$ cat src/rtl/work_sweep_pkg.sv
package work_sweep_pkg;
  localparam int unsigned BYTE_W     = 8;
  localparam int unsigned WORK_BYTES = 64;
  localparam int unsigned NONCE_W    = 32;
endpackage

$ cat src/rtl/ws_reset_sync.sv
module ws_reset_sync (
  input  logic clk,
  input  logic arst_n,
  output logic srst_n
);
  logic [1:0] sync_q;

  always_ff @(posedge clk or negedge arst_n) begin
    if (!arst_n) sync_q <= 2'b00;
    else         sync_q <= {sync_q[0], 1'b1};
  end

  assign srst_n = sync_q[1];
endmodule

$ cat src/rtl/ws_work_shift.sv
module ws_work_shift #(
  parameter int unsigned BYTES = work_sweep_pkg::WORK_BYTES,
  parameter int unsigned BW    = work_sweep_pkg::BYTE_W
) (
  input  logic              clk,
  input  logic              rst_n,
  input  logic              shift_en,
  input  logic [BW-1:0]     din,
  output logic [BYTES*BW-1:0] work
);
  localparam int unsigned TOTAL = BYTES * BW;

  logic [BYTES-1:0][BW-1:0] lane_q;
  logic [BYTES-1:0][BW-1:0] lane_d;

  // lane 0 takes the new byte, every higher lane takes its lower neighbour
  assign lane_d[0] = din;
  for (genvar g = 1; g < BYTES; g++) begin : g_lane
    assign lane_d[g] = lane_q[g-1];
  end

  always_ff @(posedge clk or negedge rst_n) begin
    if (!rst_n)        lane_q <= '0;
    else if (shift_en) lane_q <= lane_d;
  end

  assign work = lane_q;


  shift_in_chk: assert property (@(posedge clk) disable iff (!rst_n)
    shift_en |=> (work[BW-1:0] == $past(din)) &&
                 (work[TOTAL-1:BW] == $past(work[TOTAL-BW-1:0])));

  work_hold_chk: assert property (@(posedge clk) disable iff (!rst_n)
    !shift_en |=> $stable(work));
endmodule

$ cat src/rtl/ws_nonce_sweep.sv
module ws_nonce_sweep #(
  parameter int unsigned NW = work_sweep_pkg::NONCE_W
) (
  input  logic          clk,
  input  logic          rst_n,
  input  logic          restart,
  input  logic          ready,
  input  logic          id_bit,
  input  logic [NW-1:0] limit,
  output logic [NW-1:0] nonce,
  output logic          active,
  output logic          done
);
  localparam int unsigned HW = NW - 1;

  logic [HW-1:0] hi_q, hi_d;
  logic          act_q, act_d;
  logic          done_q, done_d;
  logic          at_end;
  logic          step;

  assign at_end = (hi_q == limit[NW-1:1]);
  assign step   = act_q & ready;

  always_comb begin
    hi_d   = hi_q;
    act_d  = act_q;
    done_d = done_q;
    if (restart) begin
      hi_d   = '0;
      act_d  = 1'b1;
      done_d = 1'b0;
    end else if (step) begin
      if (at_end) begin
        act_d  = 1'b0;
        done_d = 1'b1;
      end else begin
        hi_d = hi_q + HW'(1);
      end
    end
  end

  always_ff @(posedge clk or negedge rst_n) begin
    if (!rst_n) begin
      hi_q   <= '0;
      act_q  <= 1'b0;
      done_q <= 1'b0;
    end else begin
      hi_q   <= hi_d;
      act_q  <= act_d;
      done_q <= done_d;
    end
  end

  assign nonce  = {hi_q, id_bit};
  assign active = act_q;
  assign done   = done_q;


  restart_chk: assert property (@(posedge clk) disable iff (!rst_n)
    restart |=> (nonce[NW-1:1] == '0) && active && !done);

  advance_chk: assert property (@(posedge clk) disable iff (!rst_n)
    (!restart && active && ready && (nonce[NW-1:1] != limit[NW-1:1]))
      |=> (nonce[NW-1:1] == $past(nonce[NW-1:1]) + HW'(1)));

  stall_chk: assert property (@(posedge clk) disable iff (!rst_n)
    (!restart && !(active && ready)) |=> $stable(nonce[NW-1:1]));

  stop_chk: assert property (@(posedge clk) disable iff (!rst_n)
    (!restart && active && ready && (nonce[NW-1:1] == limit[NW-1:1]))
      |=> done && !active && $stable(nonce[NW-1:1]));

  done_sticky_chk: assert property (@(posedge clk) disable iff (!rst_n)
    (done && !restart) |=> done);

  flag_excl_chk: assert property (@(posedge clk) disable iff (!rst_n)
    !(active && done));
endmodule

$ cat src/rtl/work_sweep_top.sv
module work_sweep_top #(
  parameter int unsigned WORK_BYTES = work_sweep_pkg::WORK_BYTES,
  parameter int unsigned BYTE_W     = work_sweep_pkg::BYTE_W,
  parameter int unsigned NONCE_W    = work_sweep_pkg::NONCE_W
) (
  input  logic                         clk,
  input  logic                         rst_n,
  input  logic                         rx_valid,
  input  logic [BYTE_W-1:0]            rx_byte,
  input  logic                         board_id,
  input  logic [NONCE_W-1:0]           nonce_limit,
  input  logic                         core_ready,
  output logic [WORK_BYTES*BYTE_W-1:0] work_word,
  output logic [NONCE_W-1:0]           nonce,
  output logic                         sweep_active,
  output logic                         sweep_done
);
  logic srst_n;

  ws_reset_sync i_rst (
    .clk    (clk),
    .arst_n (rst_n),
    .srst_n (srst_n)
  );

  ws_work_shift #(.BYTES(WORK_BYTES), .BW(BYTE_W)) i_work (
    .clk      (clk),
    .rst_n    (srst_n),
    .shift_en (rx_valid),
    .din      (rx_byte),
    .work     (work_word)
  );

  ws_nonce_sweep #(.NW(NONCE_W)) i_sweep (
    .clk     (clk),
    .rst_n   (srst_n),
    .restart (rx_valid),
    .ready   (core_ready),
    .id_bit  (board_id),
    .limit   (nonce_limit),
    .nonce   (nonce),
    .active  (sweep_active),
    .done    (sweep_done)
  );


  parity_chk: assert property (@(posedge clk) disable iff (!srst_n)
    nonce[0] == board_id);
endmodule

$ cat config.mk
export PLATFORM = sky130hd
export DESIGN_NAME = work_sweep_top
export DESIGN_NICKNAME = d
export VERILOG_FILES = /design/src/rtl/work_sweep_pkg.sv /design/src/rtl/ws_reset_sync.sv /design/src/rtl/ws_work_shift.sv /design/src/rtl/ws_nonce_sweep.sv /design/src/rtl/work_sweep_top.sv
export SDC_FILE = /design/constraint.sdc
export NUM_CORES = 1
export LEC_CHECK = 0
export ABC_CLOCK_PERIOD_IN_PS = 15260
export CORE_UTILIZATION = 40
export DETAILED_ROUTE_END_ITERATION = 10
export MAX_ROUTING_LAYER = met4
export PLACE_DENSITY = 0.71
export RECOVER_POWER = 50
export SKIP_LAST_GASP = 1
export SLEW_MARGIN = 25
export SYNTH_ARGS = -nofsm -noshare
export SYNTH_HDL_FRONTEND = slang
export SYNTH_SLANG_ARGS = --single-unit
$ cat constraint.sdc
create_clock -name clk -period 15.26 [get_ports clk]
set_input_delay 2.289 -clock clk [delete_from_list [all_inputs] [get_ports clk]]
set_output_delay 2.289 -clock clk [all_outputs]
set_load 0.01 [all_outputs]
; After elaboration in Yosys (flattened, before gate mapping)
; Cells that the tools add are included.
[totals]
reg_bits = 547
in_bits = 45
out_inout_bits = 546
wordCells = 85
[op_classes]
n_addsub = 1
eq_ne = 2
n_mux = 9
bitwise = 1
reduce_logical = 4
[op_table]
columns = operator, count
row1 = 31-bit two-way mux, 3
row2 = "31-bit by 1-bit adder with 31-bit output, second input constant", 1
row3 = 31-bit equality test, 1
row4 = 1-bit two-way mux, 6
row5 = 2-bit AND reduction, 2
row6 = 2-bit nonzero test, 2
row7 = "2-bit != test, second input constant", 1
row8 = 1-bit AND, 1

; Depth between registers and ports, before layout
; Gate-level depths: netlist of the first run.
[logic_depth]
depth_word = 4
mapped_depth = 9
mapped_depth_nobuf = 7

; Modules after synthesis
; Synthesis of the first run repeated with hierarchy kept, for this count alone.
[hier_totals]
hier_cells = 1324
hier_area_um2 = 21570.7
[by_module_without_submodules]
columns = module, n_inst, cells_each, area_per_inst_um2, seq_area_each_um2
row1 = ws_work_shift, 1, 1081, 19220.9, 12812.3
row2 = ws_nonce_sweep, 1, 240, 2296.0, 825.8
row3 = ws_reset_sync, 1, 3, 53.8, 50.0

; Worst setup path after synthesis of the first run
; Ideal clock, no wire load.
[synth_timing]
path_kind = in2out
start = in board_id
end = out nonce[0]
arrival_time_ns = 2.408
required_ns = 12.971
setup_slack_ns = 10.563
cell_stages = 1
path_buffers = 1
path_cell_list = buf_4
[synth_rtl]
columns = item, line
row1 = start: declaration, work_sweep_top.sv:10  ; input logic board_id,
row2 = end: declaration, work_sweep_top.sv:14  ; output logic [NONCE_W-1:0] nonce,
; No word-level cell between the ends.

==> flow_metrics.py, run 1 <==
metrics = {
    "grt": {
        "top_usage_layer": "met2",
        "grt_util_met2": 0.356,
        "grt_use_met3": 0.0563,
        "grt_pass1_vias": 13669,
        "grt_max_degree": 191,
        "grt_pass1_wl_um": 83400,
        "antenna_found_initial": 0,
        "overflow": 0,
        "met1_usage": 0.238,
        "grt_use_total": 0.210,
    },
    "timing": {
        "setup_tns_ns": 0,
        "slew_violations": 461,
        "min_period_ns": 8.44,
        "rsz0062_at_grt": "false",
        "worst_pin_slew_ns": 4.33,
        "hold_slack_ns": 0.352,
        "skew_ns": 0.0215,
        "relSlewSlack": -1.89,
        "finalCritPeriodShare": 0.553,
        "final-hold-violation-count": 0,
        "setup_viol": 0,
        "fmax_mhz": 118,
    },
    "critical_path": {
        "r2r-start": "i_rst.sync_q[1]",
        "regToRegEndpoint": "i_work.work[248]",
        "startpoint_type": "register",
        "cp.arrival_ns": 9.10,
        "cp-end-kind": "async pin",
        "cpMostUsedCell": "clkbuf_1",
        "startpoint": "i_rst.sync_q[1]",
        "cp-endpoint": "i_work.work[248]",
        "rrSetupSlack_ns": 6.82,
        "max_stage_delay_ns": 2.91,
        "r2r_cells": 3,
        "worst-endpoint-required_ns": 15.92,
        "path_cells": "clkbuf_1 -> clkbuf_1 -> buf_4",
        "crit_type": "reg2async",
        "critPathMaxFanout": 76,
        "cp_slowest_cell": "clkbuf_1",
    },
    "synth": {
        "ys_ff_latch": 547,
        "yosysSeqAreaShare": 0.652,
        "ys_warn_count": 0,
        "syn_inst": 1319,
        "synth_cell_types": 37,
        "synth_area_um2": 21000,
        "synth_fp_nets": 1365,
        "syn-mean-instance-area_um2": 15.9,
    },
    "placed_design": {
        "place_area_um2": 27500,
        "portBuffers": 587,
        "dp_hpwl_um": 39000,
        "gp_congestion": 0.872,
    },
    "cells_and_area": {
        "nets": 1952,
        "final_area_um2": 29500,
        "drive_gt1_frac": 0.317,
        "area_growth_pct": 40.3,
        "final_util": 0.571,
    },
    "power_and_ir_drop": {
        "peakVddDrop_mv": 0.124,
        "p_leak_uw": 0.0132,
        "p_per_area_nw_per_um2": 150,
        "total_power_uw": 4430,
    },
    "floorplan": {
        "die_height_um": 231,
        "die_w_um": 231,
        "dieArea_um2": 53400,
        "ioPinCount": 591,
        "coreArea_um2": 51600,
        "start_util": 0.407,
        "std_cell_rows": 83,
    },
    "cts": {
        "path_clk_slew_ns": 0.06,
        "clock-sinks": 547,
        "clock_latency_ns": 0.60,
        "cts-htree-levels": 2,
        "cts_setup_buffers": 0,
        "cts-root-buf": "clkbuf_16",
        "cts_hold_buf": 0,
        "numCtsBuffers": 57,
        "cts_tree": "done",
        "cts_resized": 0,
        "cts_buffer_depth": 3,
    },
    "run": {
        "max_cap_viol_count": 7,
    },
    "routing": {
        "first_iter_violations": 698,
        "wl_per_cell_um": 20.9,
        "remaining_drc_errors": 0,
        "viasPerCell": 5.02,
        "postRouteAntennaNets": 0,
        "wirelength_um": 55000,
        "vias": 13216,
        "dr.pass1.iters": 4,
    },
    "run_status": {
        "status": "finished with violations",
        "violations": "capacitance limit, slew limit",
    },
    "min_path": {
        "hp-class": "reg2reg",
    },
}
-- flip-flops by register name, summed over array words and instances, names as in the netlist --
signal          cells
i_rst.sync_q        2
i_work.work       512
i_sweep.active      1
i_sweep.hi_q       31
i_sweep.done        1
-- cell usage in the layout (no fill, tap or decap), types with 2 or more instances in the layout --
cell type and n:
buf_16 2, and3_1 6, a21o_1 2, buf_4 4
inv_6 2, a21oi_1 26, nand4_1 12, o21ai_0 11
bufinv_16 3, clkbuf_8 15, dfrtp_1 547, nor4_1 3
o31ai_1 14, dlygate4sd3_1 5, clkinv_2 12, clkbuf_1 19
mux2_2 513, clkinvlp_4 2, or4_1 14, nand2_1 20
nand3_1 9, and2_1 2, nor2_1 7, or3_1 12
xnor2_1 33, clkbuf_16 59, clkdlybuf4s50_1 581
-- cell families (layout without fill, tap and decap cells) --
kind of cell	Yosys count	count (layout)	share of synthesized area
compound gates	57	57	0.0163
xor+xnor	34	34	0.0142
fa+ha+maj	1	1	0.000596
buf+inv	73	708	0.0155
flops	547	547	0.652
mux	514	514	0.276
other cells	1	2	0.000179
simple gates	92	92	0.0256
-- layer usage --
metal	wire (um)	vias up
met1	21000	6795
met2	28500	391
met5	0	-
met3	3530	120
li1	-	5910
met4	2070	0
-- worst min-delay path by stage --
stage	slack, ns	startpoint	cells past startpoint	endpoint
detailed placement	0.34	i_rst.sync_q[0]	0	i_rst.sync_q[1]
CTS	0.36	i_rst.sync_q[0]	0	i_rst.sync_q[1]
finish	0.35	i_rst.sync_q[0]	0	i_rst.sync_q[1]
global route	0.38	i_rst.sync_q[0]	0	i_rst.sync_q[1]
global placement	0.34	i_rst.sync_q[0]	0	i_rst.sync_q[1]
floorplan	0.33	i_rst.sync_q[0]	0	i_rst.sync_q[1]
-- cell usage after synthesis --
| master | number | area, um^2 |
|---|---|---|
| dfrtp_1 | 547 | 13700 |
| mux2_2 | 513 | 5780 |
| clkbuf_1 | 62 | 233 |
| xnor2_1 | 33 | 289 |
| a21oi_1 | 26 | 130 |
| nand2_1 | 20 | 75.1 |
| o31ai_1 | 14 | 105 |
| or4_1 | 14 | 105 |
| nand4_1 | 12 | 75.1 |
| or3_1 | 12 | 75.1 |
| o21ai_0 | 11 | 55.1 |
| nand3_1 | 9 | 45.0 |
| nor2_1 | 7 | 26.3 |
| and3_1 | 6 | 37.5 |
| buf_6 | 6 | 67.6 |
| nor4_1 | 3 | 18.8 |
| a21o_1 | 2 | 15.0 |
| and2_1 | 2 | 12.5 |
| buf_2 | 2 | 10.0 |
| a2111oi_1 | 1 | 10.0 |
| a211oi_1 | 1 | 7.51 |
| and3_2 | 1 | 7.51 |
| and4_1 | 1 | 8.76 |
| buf_1 | 1 | 3.75 |
| buf_4 | 1 | 7.51 |
| conb_1 | 1 | 3.75 |
| ha_1 | 1 | 12.5 |
| inv_1 | 1 | 3.75 |
| mux2i_1 | 1 | 10.0 |
| nand3b_4 | 1 | 20.0 |
| nor2_2 | 1 | 6.26 |
| nor2b_1 | 1 | 6.26 |
| nor4_2 | 1 | 12.5 |
| o21ba_2 | 1 | 10.0 |
| o31a_1 | 1 | 8.76 |
| or2_1 | 1 | 6.26 |
| xor2_1 | 1 | 8.76 |
-- through the flow --
step           instances  setup slack, ns
2_1_floorplan       1319             6.36
3_3_place_gp        2525             9.10
3_5_place_dp        2525             9.05
4_1_cts             2632             9.70
5_1_grt             2634             4.92
6_report            2635             6.82
-- where the power goes --
part           internal, uW  switching (uW)  total (uW)  leakage (uW)
sequential             1720             222        1940       0.00724
combinational           670             422        1090       0.00500
clock                   831             563        1390      0.000953
-- critical path, delay by kind of cell (launching register included) --
| family | cells | cell delay (ns) |
|---|---|---|
| buffers and inverters | 3 | 6.17 |
| DFF | 1 | 2.13 |
-- cell type report --
class                           count  area, um^2
Fill cell                        4175       22200
Tap cell                          680         851
Clock buffer                       87        1730
Antenna cell                        1        2.50
Clock inverter                     20         191
Sequential cell                   547       13700
Timing Repair Buffer              600        6000
Multi-Input combinational cell    699        6980
Inverter                            1        3.75
(Power assumes the default switching activity.)
==> run 2: changes to the inputs <==
ABC_CLOCK_PERIOD_IN_PS = 7900   (was 15260)
PLACE_DENSITY = 0.69   (was 0.71)
clock period = 7.9 ns   (was 15.26 ns; I/O delays follow)
==> run 2 against run 1 <==
The flow still finishes with violations (capacitance limit, slew limit). Clock skew decreased by 0.013 ns. Sequential power increased by 93%. Setup slack got worse by 3.9 ns. Non-clock buffer count decreased by 2. Critical path type is now in2reg. Via count decreased by 0.39%. Largest power group unchanged. Hold slack got worse by 0.0054 ns. Final cell count decreased by 0.34%. Flip-flop and latch count unchanged. Critical path depth unchanged. Combinational power increased by 94%. First-iteration DRC count decreased by 0.86%.
==> flow_metrics.py, run 2 (same netlist as run 1, synthesis figures left out) <==
metrics = {
    "critical_path": {
        "cp.arrival_ns": 5.50,
        "critPathMaxFanout": 168,
        "critPathTopFamily": "buffers and inverters",
        "path_cells": "buf_8 -> clkbuf_2 -> mux2_2",
        "cp.buffers_inverters": 2,
        "startpoint_type": "input pin",
        "crit_type": "in2reg",
        "cp-end-kind": "register",
        "max_stage_delay_ns": 2.84,
        "cp_slowest_cell": "clkbuf_2",
        "worst-endpoint-required_ns": 8.41,
    },
    "timing": {
        "skew_ns": 0.00799,
        "setup_tns_ns": 0,
        "setup_viol": 0,
        "hold_slack_ns": 0.346,
        "min_period_ns": 4.99,
        "final-hold-violation-count": 0,
        "worst_pin_slew_ns": 4.16,
        "fmax_mhz": 201,
        "finalCritPeriodShare": 0.631,
        "rsz0062_at_grt": "false",
        "slew_violations": 486,
        "relSlewSlack": -1.77,
        "fin_ws_ns": 2.91,
    },
    "min_path": {
        "hp-class": "reg2reg",
    },
    "routing": {
        "dr.pass1.iters": 4,
        "wl_per_cell_um": 20.8,
        "first_iter_violations": 692,
        "postRouteAntennaNets": 0,
        "viasPerCell": 5.01,
        "remaining_drc_errors": 0,
        "vias": 13164,
        "wirelength_um": 54700,
    },
    "cells_and_area": {
        "nets": 1950,
        "layout_commonest_cell": "clkdlybuf4s50_1",
        "layout_common_cells": "clkdlybuf4s50_1, dfrtp_1, mux2_2, clkbuf_16, xnor2_1",
        "diodes": 0,
        "post_layout_nonfiller_instances": 2626,
        "largest_reg_flops": 512,
        "drive_gt1_frac": 0.316,
        "area_growth_pct": 40.1,
    },
    "cts": {
        "cts-root-buf": "clkbuf_16",
        "cts-htree-levels": 2,
        "cts_buffer_depth": 3,
        "clock-sinks": 547,
        "clock_latency_ns": 0.59,
        "numCtsBuffers": 57,
        "cts_hold_buf": 0,
        "path_clk_slew_ns": 0.06,
        "cts_setup_buffers": 0,
        "cts_resized": 0,
        "cts_tree": "done",
    },
    "grt": {
        "antenna_found_initial": 0,
        "grt_pass1_vias": 13552,
        "grt_max_degree": 181,
        "grt_use_total": 0.208,
        "overflow": 0,
        "grt_pass1_wl_um": 82500,
    },
    "floorplan": {
        "start_util": 0.407,
        "coreArea_um2": 51600,
        "dieArea_um2": 53400,
        "ioPinCount": 591,
        "die_w_um": 231,
        "std_cell_rows": 83,
        "die_height_um": 231,
    },
    "power_and_ir_drop": {
        "p_leak_uw": 0.0132,
        "peakVddDrop_mv": 0.252,
        "total_power_uw": 8550,
        "p_per_area_nw_per_um2": 291,
    },
    "placed_design": {
        "placed_cells": 2524,
        "post-place-ws_ns": 4.14,
        "dp_hpwl_um": 38900,
        "portBuffers": 587,
        "gp_congestion": 0.843,
    },
    "run": {
        "max_cap_viol_count": 6,
    },
    "run_status": {
        "status": "finished with violations",
        "violations": "capacitance limit, slew limit",
    },
}
-- run 2: changes by cell type in the layout (fill, tap and decap cells not counted), sizes merged --
cell | previous run | this run
clkinv | 13 | 7
clkdlybuf4s50 | 581 | 585
dlygate4sd3 | 5 | 1
buf | 8 | 7
diode | 1 | 0
clkinvlp | 2 | 1
-- run 2: worst paths after layout --
path | startpoint | end | slack (ns) | cells past startpoint
min in group asynchronous | i_rst.sync_q[1] | i_work.work[10] | 0.82 | 0
max in group asynchronous | i_rst.sync_q[1] | i_work.work[358] | 3.50 | 2
worst max register to register | i_rst.sync_q[1] | i_work.work[358] | 3.50 | 2
worst min-delay path | i_rst.sync_q[0] | i_rst.sync_q[1] | 0.35 | 0
worst max-delay path | rx_valid | i_work.work[457] | 2.91 | 3
worst min register to register | i_rst.sync_q[0] | i_rst.sync_q[1] | 0.35 | 0
-- run 2: layout make-up --
cell class / instances / area, um^2
fillers: 4159 / 22200
multi-input cells: 699 / 6980
clock buffers: 88 / 1750
well taps: 680 / 851
clock inverters: 13 / 150
inverters: 1 / 3.75
repair buffers: 598 / 5990
flip-flops and latches: 547 / 13700
-- run 2: worst reg2reg max path: cells and delay by family (launching register included) --
kind / cells / cell delay [ns]
buffers and inverters: 2 / 2.62
DFF: 1 / 1.65
-- run 2: per-stage QoR --
step / area [um^2] / util
6_report: 29400 / 0.570
5_1_grt: 29400 / 0.570
4_1_cts: 29500 / 0.571
3_5_place_dp: 27600 / 0.534
3_3_place_gp: 27500 / 0.534
2_1_floorplan: 21000 / -
-- run 2: routing by layer --
| layer | vias up | GRT usage | share of wire |
|---|---|---|---|
| met1 | 6803 | 0.239 | 0.39 |
| met2 | 373 | 0.346 | 0.51 |
| li1 | 5904 | - | - |
| met3 | 84 | 0.0559 | 0.066 |
| met4 | 0 | 0.0838 | 0.033 |
| met5 | - | - | 0 |
-- run 2: power breakdown --
group | leakage (uW) | internal, uW | switching (uW)
clock | 0.000936 | 1610 | 1080
combinational | 0.00499 | 1300 | 820
sequential | 0.00724 | 3320 | 420
total | 0.0132 | 6230 | 2320
